### config.mk
export PLATFORM = sky130hd
export DESIGN_NAME = adcpoll_master
export DESIGN_NICKNAME = d
export VERILOG_FILES = /design/src/rtl/adcpoll_pkg.sv /design/src/rtl/adcpoll_sclk_gen.sv /design/src/rtl/adcpoll_frame_ctl.sv /design/src/rtl/adcpoll_tx_path.sv /design/src/rtl/adcpoll_rx_path.sv /design/src/rtl/adcpoll_master.sv
export SDC_FILE = /design/constraint.sdc
export NUM_CORES = 1
export LEC_CHECK = 0
export BUFFER_PORTS_ARGS = -buffer_cell sky130_fd_sc_hd__buf_2
export CORE_MARGIN = 8
export CORE_UTILIZATION = 35
export CTS_BUF_LIST = sky130_fd_sc_hd__clkbuf_8
export CTS_CLUSTER_SIZE = 25
export DETAILED_ROUTE_END_ITERATION = 8
export PLACE_DENSITY = 0.58
export SLEW_MARGIN = 5
export SYNTH_ARGS = -nofsm -noshare
export SYNTH_HDL_FRONTEND = slang
export SYNTH_HIERARCHICAL = 1
export SYNTH_SLANG_ARGS = --single-unit
### constraint.sdc
create_clock -name clk -period 1.29 [get_ports clk]
set_input_delay 0.129 -clock clk [delete_from_list [all_inputs] [get_ports clk]]
set_output_delay 0.129 -clock clk [all_outputs]
set_load 0.05 [all_outputs]
### src/rtl/adcpoll_pkg.sv
package adcpoll_pkg;
  localparam int RES_W     = 8;
  localparam int CH_W      = 3;
  localparam int TAIL_W    = 4;
  localparam int FAST_LEN  = 10;
  localparam int ALIGN_LEN = 16;
  localparam int FLUSH_LEN = RES_W - 1;
  localparam int CYC_W     = $clog2(ALIGN_LEN + 1);

  typedef enum logic [1:0] {
    ST_IDLE  = 2'd0,
    ST_RUN   = 2'd1,
    ST_FLUSH = 2'd2
  } seq_state_e;
endpackage

### src/rtl/adcpoll_sclk_gen.sv
module adcpoll_sclk_gen #(
  parameter int HALF = 2
) (
  input  logic clk,
  input  logic rst_n,
  input  logic en,
  input  logic clr,
  output logic sclk,
  output logic rise,
  output logic fall
);
  logic sclk_q, sclk_d;
  logic at_end;

  generate
    if (HALF == 1) begin : g_nodiv
      assign at_end = 1'b1;
    end else begin : g_div
      localparam int CW = $clog2(HALF);
      logic [CW-1:0] cnt_q, cnt_d;

      assign at_end = (cnt_q == CW'(HALF - 1));

      always_comb begin
        if (clr || !en || at_end) cnt_d = '0;
        else                      cnt_d = cnt_q + 1'b1;
      end

      always_ff @(posedge clk or negedge rst_n) begin
        if (!rst_n) cnt_q <= '0;
        else        cnt_q <= cnt_d;
      end

      assert_half_cnt_R10: assert property (@(posedge clk) disable iff (!rst_n)
        cnt_q <= CW'(HALF - 1));
    end
  endgenerate

  assign rise = en & ~clr & at_end & ~sclk_q;
  assign fall = en & ~clr & at_end & sclk_q;

  always_comb begin
    if (clr || !en) sclk_d = 1'b0;
    else if (at_end) sclk_d = ~sclk_q;
    else             sclk_d = sclk_q;
  end

  always_ff @(posedge clk or negedge rst_n) begin
    if (!rst_n) sclk_q <= 1'b0;
    else        sclk_q <= sclk_d;
  end

  assign sclk = sclk_q;
endmodule

### src/rtl/adcpoll_frame_ctl.sv
module adcpoll_frame_ctl
  import adcpoll_pkg::*;
(
  input  logic            clk,
  input  logic            rst_n,
  input  logic            run,
  input  logic            abort,
  input  logic            mode16,
  input  logic [CH_W-1:0] chan,
  input  logic            rise,
  input  logic            fall,
  output logic            active,
  output logic            cs_n,
  output logic            tx_load,
  output logic            tx_clr,
  output logic            tx_shift,
  output logic            emit,
  output logic [CH_W-1:0] emit_ch
);
  seq_state_e       st_q, st_d;
  logic             cs_n_q, cs_n_d;
  logic [CYC_W-1:0] cyc_q, cyc_d;
  logic             len16_q, len16_d;
  logic [CH_W-1:0]  tag_cur_q, tag_cur_d;
  logic [CH_W-1:0]  tag_prev_q, tag_prev_d;
  logic             prev_q, prev_d;
  logic [CYC_W-1:0] last_cyc;
  logic             boundary;

  always_comb begin
    if (st_q == ST_FLUSH) last_cyc = CYC_W'(FLUSH_LEN - 1);
    else if (len16_q)     last_cyc = CYC_W'(ALIGN_LEN - 1);
    else                  last_cyc = CYC_W'(FAST_LEN - 1);
  end

  assign boundary = fall && (cyc_q == last_cyc);

  always_comb begin
    st_d       = st_q;
    cs_n_d     = cs_n_q;
    cyc_d      = cyc_q;
    len16_d    = len16_q;
    tag_cur_d  = tag_cur_q;
    tag_prev_d = tag_prev_q;
    prev_d     = prev_q;
    tx_load    = 1'b0;
    tx_clr     = 1'b0;
    tx_shift   = 1'b0;
    if (abort) begin
      st_d   = ST_IDLE;
      cs_n_d = 1'b1;
      cyc_d  = '0;
      prev_d = 1'b0;
      tx_clr = 1'b1;
    end else begin
      case (st_q)
        ST_IDLE: begin
          if (run) begin
            st_d      = ST_RUN;
            cs_n_d    = 1'b0;
            cyc_d     = '0;
            len16_d   = mode16;
            tag_cur_d = chan;
            prev_d    = 1'b0;
            tx_load   = 1'b1;
          end
        end
        ST_RUN: begin
          if (boundary) begin
            cyc_d      = '0;
            prev_d     = 1'b1;
            tag_prev_d = tag_cur_q;
            if (run) begin
              len16_d   = mode16;
              tag_cur_d = chan;
              tx_load   = 1'b1;
            end else begin
              st_d   = ST_FLUSH;
              tx_clr = 1'b1;
            end
          end else if (fall) begin
            cyc_d    = cyc_q + 1'b1;
            tx_shift = 1'b1;
          end
        end
        ST_FLUSH: begin
          if (boundary) begin
            st_d   = ST_IDLE;
            cs_n_d = 1'b1;
            cyc_d  = '0;
            prev_d = 1'b0;
          end else if (fall) begin
            cyc_d    = cyc_q + 1'b1;
            tx_shift = 1'b1;
          end
        end
        default: begin
          st_d   = ST_IDLE;
          cs_n_d = 1'b1;
        end
      endcase
    end
  end

  always_ff @(posedge clk or negedge rst_n) begin
    if (!rst_n) begin
      st_q       <= ST_IDLE;
      cs_n_q     <= 1'b1;
      cyc_q      <= '0;
      len16_q    <= 1'b0;
      tag_cur_q  <= '0;
      tag_prev_q <= '0;
      prev_q     <= 1'b0;
    end else begin
      st_q       <= st_d;
      cs_n_q     <= cs_n_d;
      cyc_q      <= cyc_d;
      len16_q    <= len16_d;
      tag_cur_q  <= tag_cur_d;
      tag_prev_q <= tag_prev_d;
      prev_q     <= prev_d;
    end
  end

  assign active  = (st_q != ST_IDLE);
  assign cs_n    = cs_n_q;
  assign emit    = rise & prev_q & ~abort & (cyc_q == CYC_W'(RES_W - 2));
  assign emit_ch = tag_prev_q;

  assert_mode_latch_R8: assert property (@(posedge clk) disable iff (!rst_n)
    (st_q != ST_IDLE && !boundary && !abort) |=> $stable(len16_q));

  assert_cyc_bound_R3: assert property (@(posedge clk) disable iff (!rst_n)
    (st_q != ST_IDLE) |-> (cyc_q <= last_cyc));
endmodule

### src/rtl/adcpoll_tx_path.sv
module adcpoll_tx_path
  import adcpoll_pkg::*;
#(
  parameter logic [TAIL_W-1:0] TAIL = '1
) (
  input  logic            clk,
  input  logic            rst_n,
  input  logic            load,
  input  logic            clr,
  input  logic            shift,
  input  logic [CH_W-1:0] chan,
  output logic            din
);
  localparam int BYTE_W = 1 + CH_W + TAIL_W;

  logic [BYTE_W-1:0] sh_q, sh_d;

  always_comb begin
    if (clr)        sh_d = '0;
    else if (load)  sh_d = {1'b1, chan, TAIL};
    else if (shift) sh_d = {sh_q[BYTE_W-2:0], 1'b0};
    else            sh_d = sh_q;
  end

  always_ff @(posedge clk or negedge rst_n) begin
    if (!rst_n) sh_q <= '0;
    else        sh_q <= sh_d;
  end

  assign din = sh_q[BYTE_W-1];
endmodule

### src/rtl/adcpoll_rx_path.sv
module adcpoll_rx_path
  import adcpoll_pkg::*;
(
  input  logic             clk,
  input  logic             rst_n,
  input  logic             rise,
  input  logic             dout,
  input  logic             emit,
  input  logic [CH_W-1:0]  emit_ch,
  output logic             valid,
  output logic [RES_W-1:0] data,
  output logic [CH_W-1:0]  chan
);
  logic [RES_W-2:0] sh_q, sh_d;
  logic             v_q, v_d;
  logic [RES_W-1:0] data_q, data_d;
  logic [CH_W-1:0]  chan_q, chan_d;

  always_comb begin
    sh_d   = rise ? {sh_q[RES_W-3:0], dout} : sh_q;
    v_d    = emit;
    data_d = emit ? {sh_q, dout} : data_q;
    chan_d = emit ? emit_ch : chan_q;
  end

  always_ff @(posedge clk or negedge rst_n) begin
    if (!rst_n) begin
      sh_q   <= '0;
      v_q    <= 1'b0;
      data_q <= '0;
      chan_q <= '0;
    end else begin
      sh_q   <= sh_d;
      v_q    <= v_d;
      data_q <= data_d;
      chan_q <= chan_d;
    end
  end

  assign valid = v_q;
  assign data  = data_q;
  assign chan  = chan_q;

  assert_valid_single_R11: assert property (@(posedge clk) disable iff (!rst_n)
    v_q |=> !v_q);
endmodule

### src/rtl/adcpoll_master.sv
module adcpoll_master
  import adcpoll_pkg::*;
#(
  parameter int                SCLK_HALF = 2,
  parameter logic [TAIL_W-1:0] CTRL_TAIL = 4'b1111
) (
  input  logic             clk,
  input  logic             rst_n,
  input  logic             run,
  input  logic             abort,
  input  logic             mode16,
  input  logic [CH_W-1:0]  chan_sel,
  output logic             adc_cs_n,
  output logic             adc_sclk,
  output logic             adc_din,
  input  logic             adc_dout,
  output logic             result_valid,
  output logic [RES_W-1:0] result_data,
  output logic [CH_W-1:0]  result_chan
);
  logic [1:0]      rst_pipe_q;
  logic            rst_sn;
  logic            active, rise, fall;
  logic            tx_load, tx_clr, tx_shift;
  logic            emit;
  logic [CH_W-1:0] emit_ch;

  always_ff @(posedge clk or negedge rst_n) begin
    if (!rst_n) rst_pipe_q <= 2'b00;
    else        rst_pipe_q <= {rst_pipe_q[0], 1'b1};
  end
  assign rst_sn = rst_pipe_q[1];

  adcpoll_sclk_gen #(.HALF(SCLK_HALF)) u_sclk (
    .clk(clk), .rst_n(rst_sn), .en(active), .clr(abort),
    .sclk(adc_sclk), .rise(rise), .fall(fall)
  );

  adcpoll_frame_ctl u_ctl (
    .clk(clk), .rst_n(rst_sn), .run(run), .abort(abort), .mode16(mode16),
    .chan(chan_sel), .rise(rise), .fall(fall), .active(active),
    .cs_n(adc_cs_n), .tx_load(tx_load), .tx_clr(tx_clr),
    .tx_shift(tx_shift), .emit(emit), .emit_ch(emit_ch)
  );

  adcpoll_tx_path #(.TAIL(CTRL_TAIL)) u_tx (
    .clk(clk), .rst_n(rst_sn), .load(tx_load), .clr(tx_clr),
    .shift(tx_shift), .chan(chan_sel), .din(adc_din)
  );

  adcpoll_rx_path u_rx (
    .clk(clk), .rst_n(rst_sn), .rise(rise), .dout(adc_dout),
    .emit(emit), .emit_ch(emit_ch), .valid(result_valid),
    .data(result_data), .chan(result_chan)
  );

  assert_abort_stop_R9: assert property (@(posedge clk) disable iff (!rst_sn)
    abort |=> (adc_cs_n && !adc_sclk));

  assert_idle_quiet_R1: assert property (@(posedge clk) disable iff (!rst_sn)
    adc_cs_n |-> (!adc_sclk && !adc_din));
endmodule

Word-level counts from Yosys, hierarchy flattened:

Cells that the tools add are included.

* reduce and logical (&&, ||, !) cells: 18
* $add $sub $neg: 2
* equality and inequality tests: 11
* multiplexer cells: 44
* bitwise operators: 9

Operators by type and width (count)
* 2-to-1 mux 8 bit: 3
* 2-to-1 mux 1 bit: 21
* 2-to-1 mux 5 bit: 4
* AND reduction 3 bit: 4
* 2-to-1 mux 2 bit: 5
* case mux 5 bit (2 select lines): 1
* 2-to-1 mux 3 bit: 3
* AND reduction 4 bit: 2
* AND 1 bit: 7
* inequality test 3 x 2 -> 1 bit, second input constant: 2
* inequality test 3 bit, second input constant: 2
* case mux 1 bit (3 select lines): 2
* case mux 2 bit (3 select lines): 1
* case mux 3 bit (2 select lines): 1
* nonzero test 2 bit: 3
* nonzero test 3 bit: 2
* adder 5 x 1 -> 5 bit, second input constant: 1
* equality test 5 x 3 -> 1 bit, second input constant: 1
* equality test 5 x 4 -> 1 bit: 1
* 2-to-1 mux 4 bit: 1
* inequality test 4 x 1 -> 1 bit, second input constant: 1
* case mux 1 bit (2 select lines): 2
* nonzero test 4 bit: 1
* equality test 2 x 1 -> 1 bit, second input constant: 1
* other kinds (10): 12

* input bits: 9
* logic and storage cells: 99
* bits in registers: 47
* output and inout bits: 15

Longest topological paths before layout:

* word-level depth: 11
* gate-level depth with buffers: 11
* gate-level depth less buffers: 11

Cells and area by module:

The synthesis kept the hierarchy.

By module, submodules not included
* adcpoll_frame_ctl: area each 1004.7 um2, times used 1, seq. area each 401.6 um2, cells an instance 99
* adcpoll_rx_path: area each 738.2 um2, times used 1, seq. area each 475.5 um2, cells an instance 39
* adcpoll_tx_path: area each 361.6 um2, times used 1, seq. area each 200.2 um2, cells an instance 30
* adcpoll_sclk_gen: area each 100.1 um2, times used 1, seq. area each 50.0 um2, cells an instance 9
* adcpoll_master: area each 53.8 um2, times used 1, seq. area each 50.0 um2, cells an instance 3

Worst setup path before layout:

Ideal clock, no wire load.

* path kind: register to register
* from: reg u_ctl.st_q[0]
* to: reg u_tx.sh_q[4]
* stages on the path, launching flop included: 12
* arrival time: 2.180 ns
* path buffers: 0
* path slack: -0.984 ns
* data required time: 1.196 ns
* period minus slack after synthesis: 2.274 ns
* setup time: 0.094 ns
* cells stage by stage: dfrtp_1 > inv_1 > ha_1 > inv_1 > nand2b_4 > nor2_1 > nor2b_1 > o211a_1 > o21ai_2 > a211oi_1 > inv_1 > a211oi_1

* word-level cells in the longest chain between the ends: 10
* elaborated cells on any way between the ends: 24
* those cells by class: 3 x eq/ne; 13 x mux; 3 x bitwise; 5 x reduce/logical

RTL lines
* from (decl): line adcpoll_frame_ctl.sv:20 `seq_state_e st_q, st_d;`
* from (signal assigned): line adcpoll_frame_ctl.sv:115 `st_q <= st_d;`
* nonzero test 2 bit (*): line adcpoll_frame_ctl.sv:125 `assign active = (st_q != ST_IDLE);`
* named net active: line adcpoll_master.sv:23 `logic active, rise, fall;`
* AND 1 bit (*) (3 in series): line adcpoll_sclk_gen.sv:40 `assign fall = en & ~clr & at_end & sclk_q;`
* named net fall: line adcpoll_master.sv:23
* logical AND 1 bit (*): line adcpoll_frame_ctl.sv:36 `assign boundary = fall && (cyc_q == last_cyc);`
* 2-to-1 mux 1 bit (*): line adcpoll_frame_ctl.sv:69 `if (boundary) begin`
* case mux 1 bit (2 select lines) (*): line adcpoll_frame_ctl.sv:56 `case (st_q)`
* 2-to-1 mux 1 bit (*): line adcpoll_frame_ctl.sv:49 `if (abort) begin`
* named net tx_load: line adcpoll_master.sv:24 `logic tx_load, tx_clr, tx_shift;`
* 2-to-1 mux 8 bit: line adcpoll_tx_path.sv:20 `else if (load) sh_d = {1'b1, chan, TAIL};`
* 2-to-1 mux 8 bit: line adcpoll_tx_path.sv:19 `if (clr) sh_d = '0;`
* to (signal assigned): line adcpoll_tx_path.sv:26 `if (!rst_n) sh_q <= '0;`
* to (signal assigned): line adcpoll_tx_path.sv:27 `else sh_q <= sh_d;`
* to (decl): line adcpoll_tx_path.sv:16 `logic [BYTE_W-1:0] sh_q, sh_d;`

The timed path passes the listed nets; every way through them passes the cells marked *.
A chain may end at the register's enable or synchronous reset.

Worst setup path after layout:

* from: reg u_ctl.st_q[0]
* to: reg u_ctl.tag_cur_q[0]

* word-level cells in the longest chain between the ends: 7
* elaborated cells on any way between the ends: 14
* those cells by class: 4 x eq/ne; 2 x mux; 3 x bitwise; 5 x reduce/logical

RTL lines
* nonzero test 2 bit: line adcpoll_frame_ctl.sv:125
* named net active: line adcpoll_master.sv:23
* AND 1 bit (3 in series): line adcpoll_sclk_gen.sv:40
* named net fall: line adcpoll_master.sv:23
* logical AND 1 bit: line adcpoll_frame_ctl.sv:36
* inequality test 2 x 1 -> 1 bit (no line)
* AND reduction 3 bit (no line)
* to (signal assigned): line adcpoll_frame_ctl.sv:119 `tag_cur_q <= tag_cur_d;`
* to (decl): line adcpoll_frame_ctl.sv:24 `logic [CH_W-1:0] tag_cur_q, tag_cur_d;`

The timed path passes the listed nets, and every way through them passes these cells.

==> summary.txt <==
Status = finished with violations
Failing checks = setup timing
Die Ht = 96.3 um
Pwr dens = 1480 nW/um^2
ANT nets after route = 0
Highest Clock Rate = 476 MHz
Drt pass-1 iters = 4
Worst hold-check path type = in2reg
Core Util, Final = 50.5%
Worst hold slack = 0.0755 ns
Final Max Slew Viols = 0
CP arrival = 2.29 ns
Placer Congestion = 0.788
Final setup violation count = 43
Final worst path period share = 163%
Final instance count without filler cells = 334
DRC marker count from the first detailed-route iteration = 68
Worst path cell trace = inv_2, ha_4, inv_4, nand2b_4, nor2_4, nor2b_4, o211a_1, o21ai_2, a211o_4, mux2_4
Reg clk slew, reported paths = 0.09 ns
Placed standard-cell area = 2840 um^2
Async SR Flop Fraction = 100%
First-pass GRT wire length = 8.14 mm
Startpoint types = register
Most used DFF post-synth = dfrtp_1
Synth Warn # = 6
Syn avg cell area = 12.5 um^2
Power Total = 4.73 mW
DR WL/cell = 15.1 um
Via Count = 1640
Nets = 271
Core area = 6310 um^2
Net Sw Power = 1.45 mW
IR drop worst, VDD = 1140 uV
Placed Cells = 314
Most common library cells after synthesis = dfrtp_1 (46), mux2_4 (14), mux2_2 (11)
Die width = 96.3 um
Count leader, synth = dfrtp_1
PnR worst setup slack = -0.809 ns
CP peak stage delay = 0.38 ns
CTS sink cnt = 47
Syn Std Cell Area = 2260 um^2
Final global-route overflow total = 0
Final std cell area, no fill = 3190 um^2
Number of synthesized flops with an enable pin = 0
Pre-CTS WS = -0.809 ns
MaxCap Viol Count = 0
CTS Buf Count = 5
CP Max Fanout = 4
# IOs = 24
Largest net degree at the start of global routing = 46
Starting Density = 35.8%
Crit. End Element = register
Post-DR vias/cell = 4.91
Final Skew = 0.00638 ns
Inserted Diodes = 0
Netlist cell types = 48
Clock Power Share = 24.7%
Clk buf depth = 2
Fill cells = 562
Final TNS setup = -29.48 ns
CTS tree = built
Share of layout cells above drive strength 1 = 56.4%
Root Driver = clkbuf_8
Tmin final = 2.10 ns
I/O Buffers = 23
Row cnt = 29
Tot GR Track Use = 11.3%
DIE AREA = 9280 um^2
RSZ-0062 raised after global routing = yes
Synth area leaders = dfrtp_1 (51%), mux2_4 (9.3%), mux2_2 (5.5%)
Clk_lat worst skew = 0.31 ns
P&R area growth vs syn = 41.3%
Top cell type's share of synthesized area = 51.0%
Synthesized flop and latch total = 47
DRC = 0
Antenna violations before repair = 0
Combinational Power Share = 36.6%
Pint = 3.27 mW
Sequential share of power = 38.7%
Sequential-to-total area share from yosys stat = 52.1%
Post-DP HPWL = 3.48 mm
Switching Fraction = 30.8%
Vias in the first global route = 1687
Crit Path Class = reg2reg
Leak = 1.51 nW
Slowest library cell on the worst path = dfrtp_1
Final hold vios = 0
Syn Inst Count = 180
Yosys top cell by area = dfrtp_1
Wirelength, routed = 5.06 mm
Syn_nets = 195
Data required time of the worst path = 1.48 ns
H-tree depth = 2
placed cells by master (no fill, tap or decap), types with 4 or more instances in the layout:
cell type  Yosys  layout
a21oi_1        7       5
buf_2          0      23
buf_4          0      43
buf_6          3       4
clkbuf_8       0       6
dfrtp_1       46      44
mux2_4        14      22
mux2i_1        7       7
nand2_1        6       6
nand2b_1       6       5
nor2_1         7       5
nor3_1         5       4
power groups by stage:
stage               Sequential (mW)  Combinational, mW  Clock [mW]
CTS                            1.83               1.59        1.20
detailed placement             1.86               1.47           0
global route                   1.86               1.88        1.26
finish                         1.83               1.73        1.17
floorplan                      1.93              0.816           0
global placement               1.85               1.45           0
final cells by class:
cell class | instances | area [um^2] | area share, %
multi-input cells | 121 | 1210 | 38.0
well taps | 77 | 96.3 | 3.02
clock inverters | 2 | 38.8 | 1.22
flip-flops and latches | 47 | 1180 | 37.0
inverters | 7 | 28.8 | 0.902
clock buffers | 6 | 82.6 | 2.59
repair buffers | 74 | 553 | 17.3
state kept, by name, summed over array words and instances, names as in the netlist, 2 cells and up:
register,flops
u_tx/sh_q,8
u_rx/chan,3
u_ctl/cyc_q,5
u_ctl/st_q,2
u_ctl/tag_cur_q,3
rst_pipe_q,2
u_rx/data,8
u_ctl/emit_ch,3
u_rx/sh_q,7
timing repair:
action                     in CTS  in global routing
setup buffers                   5                  8
setup endpoints to repair      43                 43
hold buffers                    1                  0
hold endpoints to repair        2                  0
gates resized for setup        14                 20
pin swaps                      11                  6
worst paths after layout:
path                       depth (start not counted)  slack [ns]                      start                             end
setup / recovery                                  10       -0.81  u_ctl/st_q[0]$_DFFE_PN0P_  u_ctl/tag_cur_q[0]$_DFFE_PN0P_
hold / removal                                     2        0.08                   adc_dout        u_rx/sh_q[0]$_DFFE_PN0P_
setup reg to reg                                  10       -0.81  u_ctl/st_q[0]$_DFFE_PN0P_  u_ctl/tag_cur_q[0]$_DFFE_PN0P_
hold reg to reg                                    1        0.25    rst_pipe_q[1]$_DFF_PN0_        u_tx/sh_q[2]$_DFFE_PN0P_
max in group asynchronous                          1        0.79    rst_pipe_q[1]$_DFF_PN0_          u_ctl/cs_n$_DFFE_PN1P_
min in group asynchronous                          2        0.12                      rst_n         rst_pipe_q[1]$_DFF_PN0_
cells by family after synthesis:
logic type                 Yosys count  share of synthesized area (%)
adders and majority gates            6                           3.32
buffers and inverters               12                           2.99
other                                1                          0.166
xor gates and xnor gates             1                          0.388
AOI/OAI and AO/OA                   34                           10.7
and+or+nand+nor                     47                           12.4
DFF                                 47                           52.1
muxes                               32                           17.9
critical path, delay by kind of cell (launching register included):
kind	cells	cell delay [ns]
AOI/OAI and AO/OA	3	0.64
adders and majority gates	1	0.16
buffers and inverters	2	0.12
DFF	1	0.38
muxes	1	0.30
and+or+nand+nor	3	0.38
per-layer routing:
| layer | up-vias | track usage (%) | share of wire [%] |
|---|---|---|---|
| li1 | 798 | - | - |
| met1 | 812 | 14.4 | 46 |
| met2 | 28 | 17.8 | 47 |
| met3 | 2 | 4.13 | 6.1 |
| met4 | 0 | 2.77 | 0.45 |
| met5 | - | 0 | 0 |
No activity file was read; power rests on OpenSTA's default activity.
